File: src/rtl/par_pkg.sv
package par_pkg;
  typedef enum logic {
    PAR_XMIT = 1'b0,
    PAR_RECV = 1'b1
  } par_mode_e;

  typedef struct packed {
    logic oe;
    logic drive;
    logic err_n;
  } par_pin_t;
endpackage

File: src/rtl/par_tree.sv
module par_tree #(
  parameter int WIDTH = 9
) (
  input  logic [WIDTH-1:0] word_i,
  input  logic             casc_i,
  output logic             par_o
);
  logic [WIDTH:0] chain;

  assign chain[0] = casc_i;

  genvar g;
  generate
    for (g = 0; g < WIDTH; g++) begin : g_fold
      assign chain[g+1] = chain[g] ^ word_i[g];
    end
  endgenerate

  assign par_o = chain[WIDTH];
endmodule

File: src/rtl/par_pwr_hold.sv
module par_pwr_hold #(
  parameter int SYNC_STAGES = 2,
  parameter int HOLD_CYCLES = 4
) (
  input  logic clk,
  input  logic rst_n,
  input  logic pwr_good_i,
  output logic pwr_ok_o
);
  localparam int CW = (HOLD_CYCLES > 1) ? $clog2(HOLD_CYCLES) : 1;
  localparam logic [CW-1:0] LAST = CW'(HOLD_CYCLES - 1);

  logic [1:0]             rst_sync_q;
  logic                   rst_int_n;
  logic [SYNC_STAGES-1:0] sync_q;
  logic [CW-1:0]          cnt_q, cnt_d;
  logic                   ready_q, ready_d;
  logic                   synced;

  always_ff @(posedge clk or negedge rst_n) begin
    if (!rst_n) rst_sync_q <= 2'b00;
    else        rst_sync_q <= {rst_sync_q[0], 1'b1};
  end
  assign rst_int_n = rst_sync_q[1];

  genvar g;
  generate
    for (g = 0; g < SYNC_STAGES; g++) begin : g_sync
      if (g == 0) begin : g_first
        always_ff @(posedge clk or negedge rst_int_n) begin
          if (!rst_int_n) sync_q[0] <= 1'b0;
          else            sync_q[0] <= pwr_good_i;
        end
      end else begin : g_rest
        always_ff @(posedge clk or negedge rst_int_n) begin
          if (!rst_int_n) sync_q[g] <= 1'b0;
          else            sync_q[g] <= sync_q[g-1];
        end
      end
    end
  endgenerate
  assign synced = sync_q[SYNC_STAGES-1];

  always_comb begin
    cnt_d   = cnt_q;
    ready_d = ready_q;
    if (!synced) begin
      cnt_d   = '0;
      ready_d = 1'b0;
    end else if (!ready_q) begin
      if (cnt_q == LAST) ready_d = 1'b1;
      else               cnt_d   = cnt_q + 1'b1;
    end
  end

  always_ff @(posedge clk or negedge rst_int_n) begin
    if (!rst_int_n) begin
      cnt_q   <= '0;
      ready_q <= 1'b0;
    end else begin
      cnt_q   <= cnt_d;
      ready_q <= ready_d;
    end
  end

  assign pwr_ok_o = ready_q & pwr_good_i & rst_n;

  AST_CNT_BOUND: assert property (@(posedge clk) disable iff (!rst_int_n)
    cnt_q <= LAST);
  AST_READY_NEEDS_SYNC: assert property (@(posedge clk) disable iff (!rst_int_n)
    $rose(ready_q) |-> $past(synced));
endmodule

File: src/rtl/par_pin_ctrl.sv
module par_pin_ctrl
  import par_pkg::*;
(
  input  logic     pwr_ok_i,
  input  logic     xmit_n_i,
  input  logic     par_i,
  input  logic     pin_in_i,
  output par_pin_t pin_o
);
  par_mode_e mode;

  assign mode = par_mode_e'(xmit_n_i);

  always_comb begin
    pin_o.oe    = 1'b0;
    pin_o.drive = ~par_i;
    pin_o.err_n = 1'b1;
    if (pwr_ok_i) begin
      unique case (mode)
        PAR_XMIT: pin_o.oe    = 1'b1;
        PAR_RECV: pin_o.err_n = ~(pin_in_i == par_i);
        default:  pin_o.oe    = 1'b0;
      endcase
    end
  end
endmodule

File: src/rtl/par_unit.sv
module par_unit #(
  parameter int WIDTH       = 9,
  parameter int SYNC_STAGES = 2,
  parameter int HOLD_CYCLES = 4
) (
  input  logic             clk,
  input  logic             rst_n,
  input  logic             pwr_good_i,
  input  logic             xmit_n_i,
  input  logic [WIDTH-1:0] word_i,
  input  logic             casc_i,
  output logic             casc_o,
  input  logic             pin_in_i,
  output logic             pin_out_o,
  output logic             pin_oe_o,
  output logic             err_n_o
);
  import par_pkg::*;

  logic     par;
  logic     pwr_ok;
  par_pin_t pin;

  par_tree #(.WIDTH(WIDTH)) u_tree (
    .word_i (word_i),
    .casc_i (casc_i),
    .par_o  (par)
  );

  par_pwr_hold #(.SYNC_STAGES(SYNC_STAGES), .HOLD_CYCLES(HOLD_CYCLES)) u_hold (
    .clk        (clk),
    .rst_n      (rst_n),
    .pwr_good_i (pwr_good_i),
    .pwr_ok_o   (pwr_ok)
  );

  par_pin_ctrl u_ctrl (
    .pwr_ok_i (pwr_ok),
    .xmit_n_i (xmit_n_i),
    .par_i    (par),
    .pin_in_i (pin_in_i),
    .pin_o    (pin)
  );

  assign casc_o    = par;
  assign pin_out_o = pin.drive;
  assign pin_oe_o  = pin.oe;
  assign err_n_o   = pin.err_n;

  AST_TX_NO_ERR: assert property (@(posedge clk) disable iff (!rst_n)
    !xmit_n_i |-> err_n_o);
  AST_RX_RELEASED: assert property (@(posedge clk) disable iff (!rst_n)
    xmit_n_i |-> !pin_oe_o);
  AST_OE_NEEDS_PWR: assert property (@(posedge clk) disable iff (!rst_n)
    pin_oe_o |-> pwr_good_i);
  AST_ERR_QUIET_UNPOWERED: assert property (@(posedge clk) disable iff (!rst_n)
    !pwr_good_i |-> err_n_o);
  AST_TX_BIT_ODD: assert property (@(posedge clk) disable iff (!rst_n)
    pin_oe_o |-> (pin_out_o != casc_o));
endmodule

File: config.mk
export PLATFORM = sky130hd
export DESIGN_NAME = par_unit
export DESIGN_NICKNAME = d
export VERILOG_FILES = /design/src/rtl/par_pkg.sv /design/src/rtl/par_tree.sv /design/src/rtl/par_pwr_hold.sv /design/src/rtl/par_pin_ctrl.sv /design/src/rtl/par_unit.sv
export SDC_FILE = /design/constraint.sdc
export NUM_CORES = 1
export LEC_CHECK = 0
export BUFFER_PORTS_ARGS = -buffer_cell sky130_fd_sc_hd__buf_2
export CAP_MARGIN = 5
export CORE_AREA = 2 2 39 41
export DETAILED_ROUTE_END_ITERATION = 7
export DIE_AREA = 0 0 41 43
export HOLD_SLACK_MARGIN = 0.05
export PLACE_DENSITY_LB_ADDON = 0.1
export SYNTH_ARGS = -nofsm -noshare
export SYNTH_HDL_FRONTEND = slang
export SYNTH_SLANG_ARGS = --single-unit
File: constraint.sdc
create_clock -name clk -period 1.3 [get_ports clk]
set_clock_uncertainty 0.1 [all_clocks]
set_input_delay 0.13 -clock clk [delete_from_list [all_inputs] [get_ports clk]]
set_output_delay 0.13 -clock clk [all_outputs]
set_load 0.02 [all_outputs]
==> metrics list <==
- Of all nets on the critical path, the largest fanout is 2.
- Cell area reported after detailed placement: between 500 and 600 um2
- The number of antenna violations at the first check in global routing came to 0.
- Synthesized netlist cell count: 29
- Critical setup path kind: in -> out
- Post-detailed-route via-to-cell ratio: between 4 and 5
- Die Width: between 40 and 50 um
- Yosys mapped a number of flops with a built-in enable equal to 0.
- Across all layers, the routed design uses 300 vias.
* Height of the die: 43 um
* Final Critical Period: approximately 1.5 ns
- The max-slew violation total from the final report was 0.
* Half-perimeter wire length of the detailed placement result: 582 um
- Critical path launch point type: input port
- Worst-case hold slack: between 0.1 and 0.15 ns
* Root buffer selected by CTS: sky130_fd_sc_hd__clkbuf_4
* 1st-pass router iterations: 2
- Share of the cycle needed by the critical path after routing: 118%
* Post-route total power: 0.885 mW
- The number of global-route vias before repair was 326.
- Global routing consumed, over all layers together, 11.3% of the routing resources.
- Data arrives at the worst endpoint at ~1.3 ns.
- Clk Latency, worst-skew pair: ~0.25 ns
- Of the cells placed in the final design, the portion with a size suffix greater than 1 is between 60% and 70%.
- In this run the tool buffered the top-level ports with 18 buffer cells.
- At the placement stage, the worst setup path has a slack of -0.226 ns.
- H-tree depth reported by CTS: 1
- For this design, the sink count on the clock tree is 7.
- When the netlist entered floorplanning its net count stood at 45.
- During synthesis, Yosys emitted a total of 0 warnings.
* Post-detailed-route wirelength per cell: approximately 11 um
- STA puts the critical path data required time at 1.07 ns.
- ANT nets after route: 0
- The core region is 1380 um2.
- R2R Path End: u_hold.cnt_q[0]
- Leading cell types by total area after synthesis: sky130_fd_sc_hd__dfrtp_1, sky130_fd_sc_hd__xnor3_1, sky130_fd_sc_hd__xnor2_1
* Commonest cells post-synth: sky130_fd_sc_hd__dfrtp_1, sky130_fd_sc_hd__xnor2_1, sky130_fd_sc_hd__nor2b_1, sky130_fd_sc_hd__xnor3_1, sky130_fd_sc_hd__xor2_1
- The number of placed instances, taps included, is 64.
- Compared with the post-synthesis result, the final layout area differs by 79.6%.
- The finished cells cover 661 um2.
* Net count of the finished layout: 73
- Clock tree from TritonCTS: yes
- For this configuration, the core starts out at a cell density of 26.6%.
- At the end of routability-driven placement, the weighted congestion stood at 0.655.
* Maximum capacitance violations: 0
* Power density cells: 1340 nW/um2
* Status: finished, violations left
* Number of hold violations in the final report: 0
- The share of the Yosys chip area taken by registers is between 40% and 50%.
- The most common cell in the synthesized netlist is sky130_fd_sc_hd__dfrtp_1.
* Gr ovfl total: 0
- After synthesis, the mean cell area works out to roughly 13 um2.
* Violations in the final reports: negative setup slack
- Startpoint of the lowest-slack register-to-register path: u_hold.cnt_q[0]
- Leakage component of the power: roughly 0.32 nW
* Number of different library cells in the post-synthesis netlist: 16
* Kind of capture point of the worst setup path: output port
- Setup slack on the critical path of the routed design comes to -0.228 ns.
* Overall die area: 1760 um2
- Counting cells, the worst reg-to-reg path comes to 4.
- IR analysis of the VDD net gives a maximum drop of between 800 and 900 uV.
* Count of unresolved DRC violations after routing: 0
- Derived from the worst setup path, the maximum achievable clock frequency is 654 MHz.
- Count of final setup violators: 3
- The tightest min-delay check is of the in -> async type.
- Counting along the longest clock path gives a buffer depth of 2.
- Final Instance Count excl. Fillers: 72
- Cell Rows: 14
- Setup slack on the worst reg-to-reg path comes out at ~0.1 ns.
* Yosys reg bits: 7
* FFs w/ async S/R, synth: 100%
- The routed design has a little over 800 um of wire.
- The top cell type by area accounts for between 40 and 50% of the synthesized area.
* Number of top-level pins: 19
- sky130_fd_sc_hd__dfrtp_1 takes more of the synthesized area than any other cell.
- 0 antenna diodes ended up in the layout.
- The first global-routing pass estimated 1.25 mm of wire.
- After clock tree synthesis, the clock-pin slew on the worst setup and hold paths is 0.05 ns.
- Setup repair after global routing missed its margin: true
* TritonCTS Buffers: 3
- Entering global routing, the biggest net connects 6 pins.
- The detailed router finished its first iteration with 3 violations.
- In the synthesized netlist the dominant register cell turns out to be sky130_fd_sc_hd__dfrtp_1.
- Combined area of all synthesized cells: roughly 370 um2
==> where the power goes <==
part	internal [mW]	switching [mW]	total [mW]
Combinational	0.231	0.183	0.414
Sequential	0.259	0.0233	0.282
Clock	0.117	0.0722	0.189
Total	0.607	0.278	0.885
==> per-layer routing <==
metal	wire (um)	track usage, %	vias up	share of wire, %
met5	0	0	-	0
met4	0	6.00	0	0
met1	272	8.45	142	34
met2	484	21.3	11	60
met3	48	4.71	0	6.0
li1	-	-	147	-
==> layout by cell type (no fill, tap or decap) <==
master                           n
sky130_fd_sc_hd__nor2b_1         1
sky130_fd_sc_hd__clkbuf_4        3
sky130_fd_sc_hd__dlygate4sd3_1   3
sky130_fd_sc_hd__xnor3_2         1
sky130_fd_sc_hd__xnor2_4         1
sky130_fd_sc_hd__inv_2           1
sky130_fd_sc_hd__xnor2_1         2
sky130_fd_sc_hd__ha_1            1
sky130_fd_sc_hd__nor2b_4         1
sky130_fd_sc_hd__dfrtp_1         7
sky130_fd_sc_hd__xor2_1          1
sky130_fd_sc_hd__and2_1          1
sky130_fd_sc_hd__a21boi_0        1
sky130_fd_sc_hd__nand2_1         1
sky130_fd_sc_hd__xnor2_2         3
sky130_fd_sc_hd__buf_2          11
sky130_fd_sc_hd__o21ai_0         1
sky130_fd_sc_hd__xor2_2          1
sky130_fd_sc_hd__xnor3_1         1
sky130_fd_sc_hd__buf_8           1
sky130_fd_sc_hd__nand3_2         1
sky130_fd_sc_hd__buf_6           5
sky130_fd_sc_hd__conb_1          1
sky130_fd_sc_hd__clkbuf_1        1
sky130_fd_sc_hd__buf_4           3
sky130_fd_sc_hd__nor2_4          1
sky130_fd_sc_hd__and3_4          1
==> flip-flops by register name, indices dropped and copies added, names as in the netlist <==
register / flops
u_hold.cnt_q: 2
u_hold.ready_q: 1
u_hold.rst_sync_q: 2
u_hold.sync_q: 1
u_hold.synced: 1
==> worst max path at each step <==
stage	from	depth (start not counted)	slack [ns]	endpoint
2_1_floorplan	word_i[0]	4	-0.09	casc_o
3_3_place_gp	word_i[0]	6	-0.22	err_n_o
3_5_place_dp	word_i[2]	6	-0.23	err_n_o
4_1_cts	casc_i	6	-0.18	err_n_o
5_1_grt	word_i[1]	6	-0.27	err_n_o
6_report	word_i[1]	6	-0.23	err_n_o
==> logic make-up (layout without fill, tap and decap cells) <==
group           Yosys count  in the layout  synth area share [%]
xor+xnor                 10             10                  33.3
fa+ha+maj                 1              1                  3.40
buf+inv                   1             28                  1.02
other cells               1              1                  1.02
compound gates            2              2                  3.40
simple gates              7              7                  10.2
flops                     7              7                  47.6
==> what timing repair did <==
item	4_1_cts	5_1_grt
gates resized for setup	10	10
endpoints found under the hold margin	8	0
setup buffers	1	0
endpoints found under the setup margin	4	6
gates cloned	0	0
pin swaps	3	3
hold buffers	3	0
==> area by class of cell <==
cell class | count | area [um2]
sequential | 7 | 175
multi-input combinational | 21 | 256
fill | 120 | 723
tap | 16 | 20.0
clock buffer | 4 | 26.3
inverter | 1 | 3.75
timing repair buffer | 23 | 179
==> per-stage QoR <==
stage | utilization, % | TNS [ns]
final | 47.7 | -0.459
after global placement | 36.5 | -0.526
after CTS | 43.9 | -0.382
after detailed placement | 36.5 | -0.554
after floorplan | - | -0.0939
after global routing | 47.7 | -0.642
==> worst max-delay path, stage by stage <==
cell and delay (ns):
sky130_fd_sc_hd__buf_8 0.10, sky130_fd_sc_hd__xnor2_4 0.14, sky130_fd_sc_hd__xnor3_2 0.47, sky130_fd_sc_hd__xnor3_1 0.23, sky130_fd_sc_hd__nand3_2 0.08, sky130_fd_sc_hd__buf_6 0.13
No activity file was read; power rests on OpenSTA's default activity.
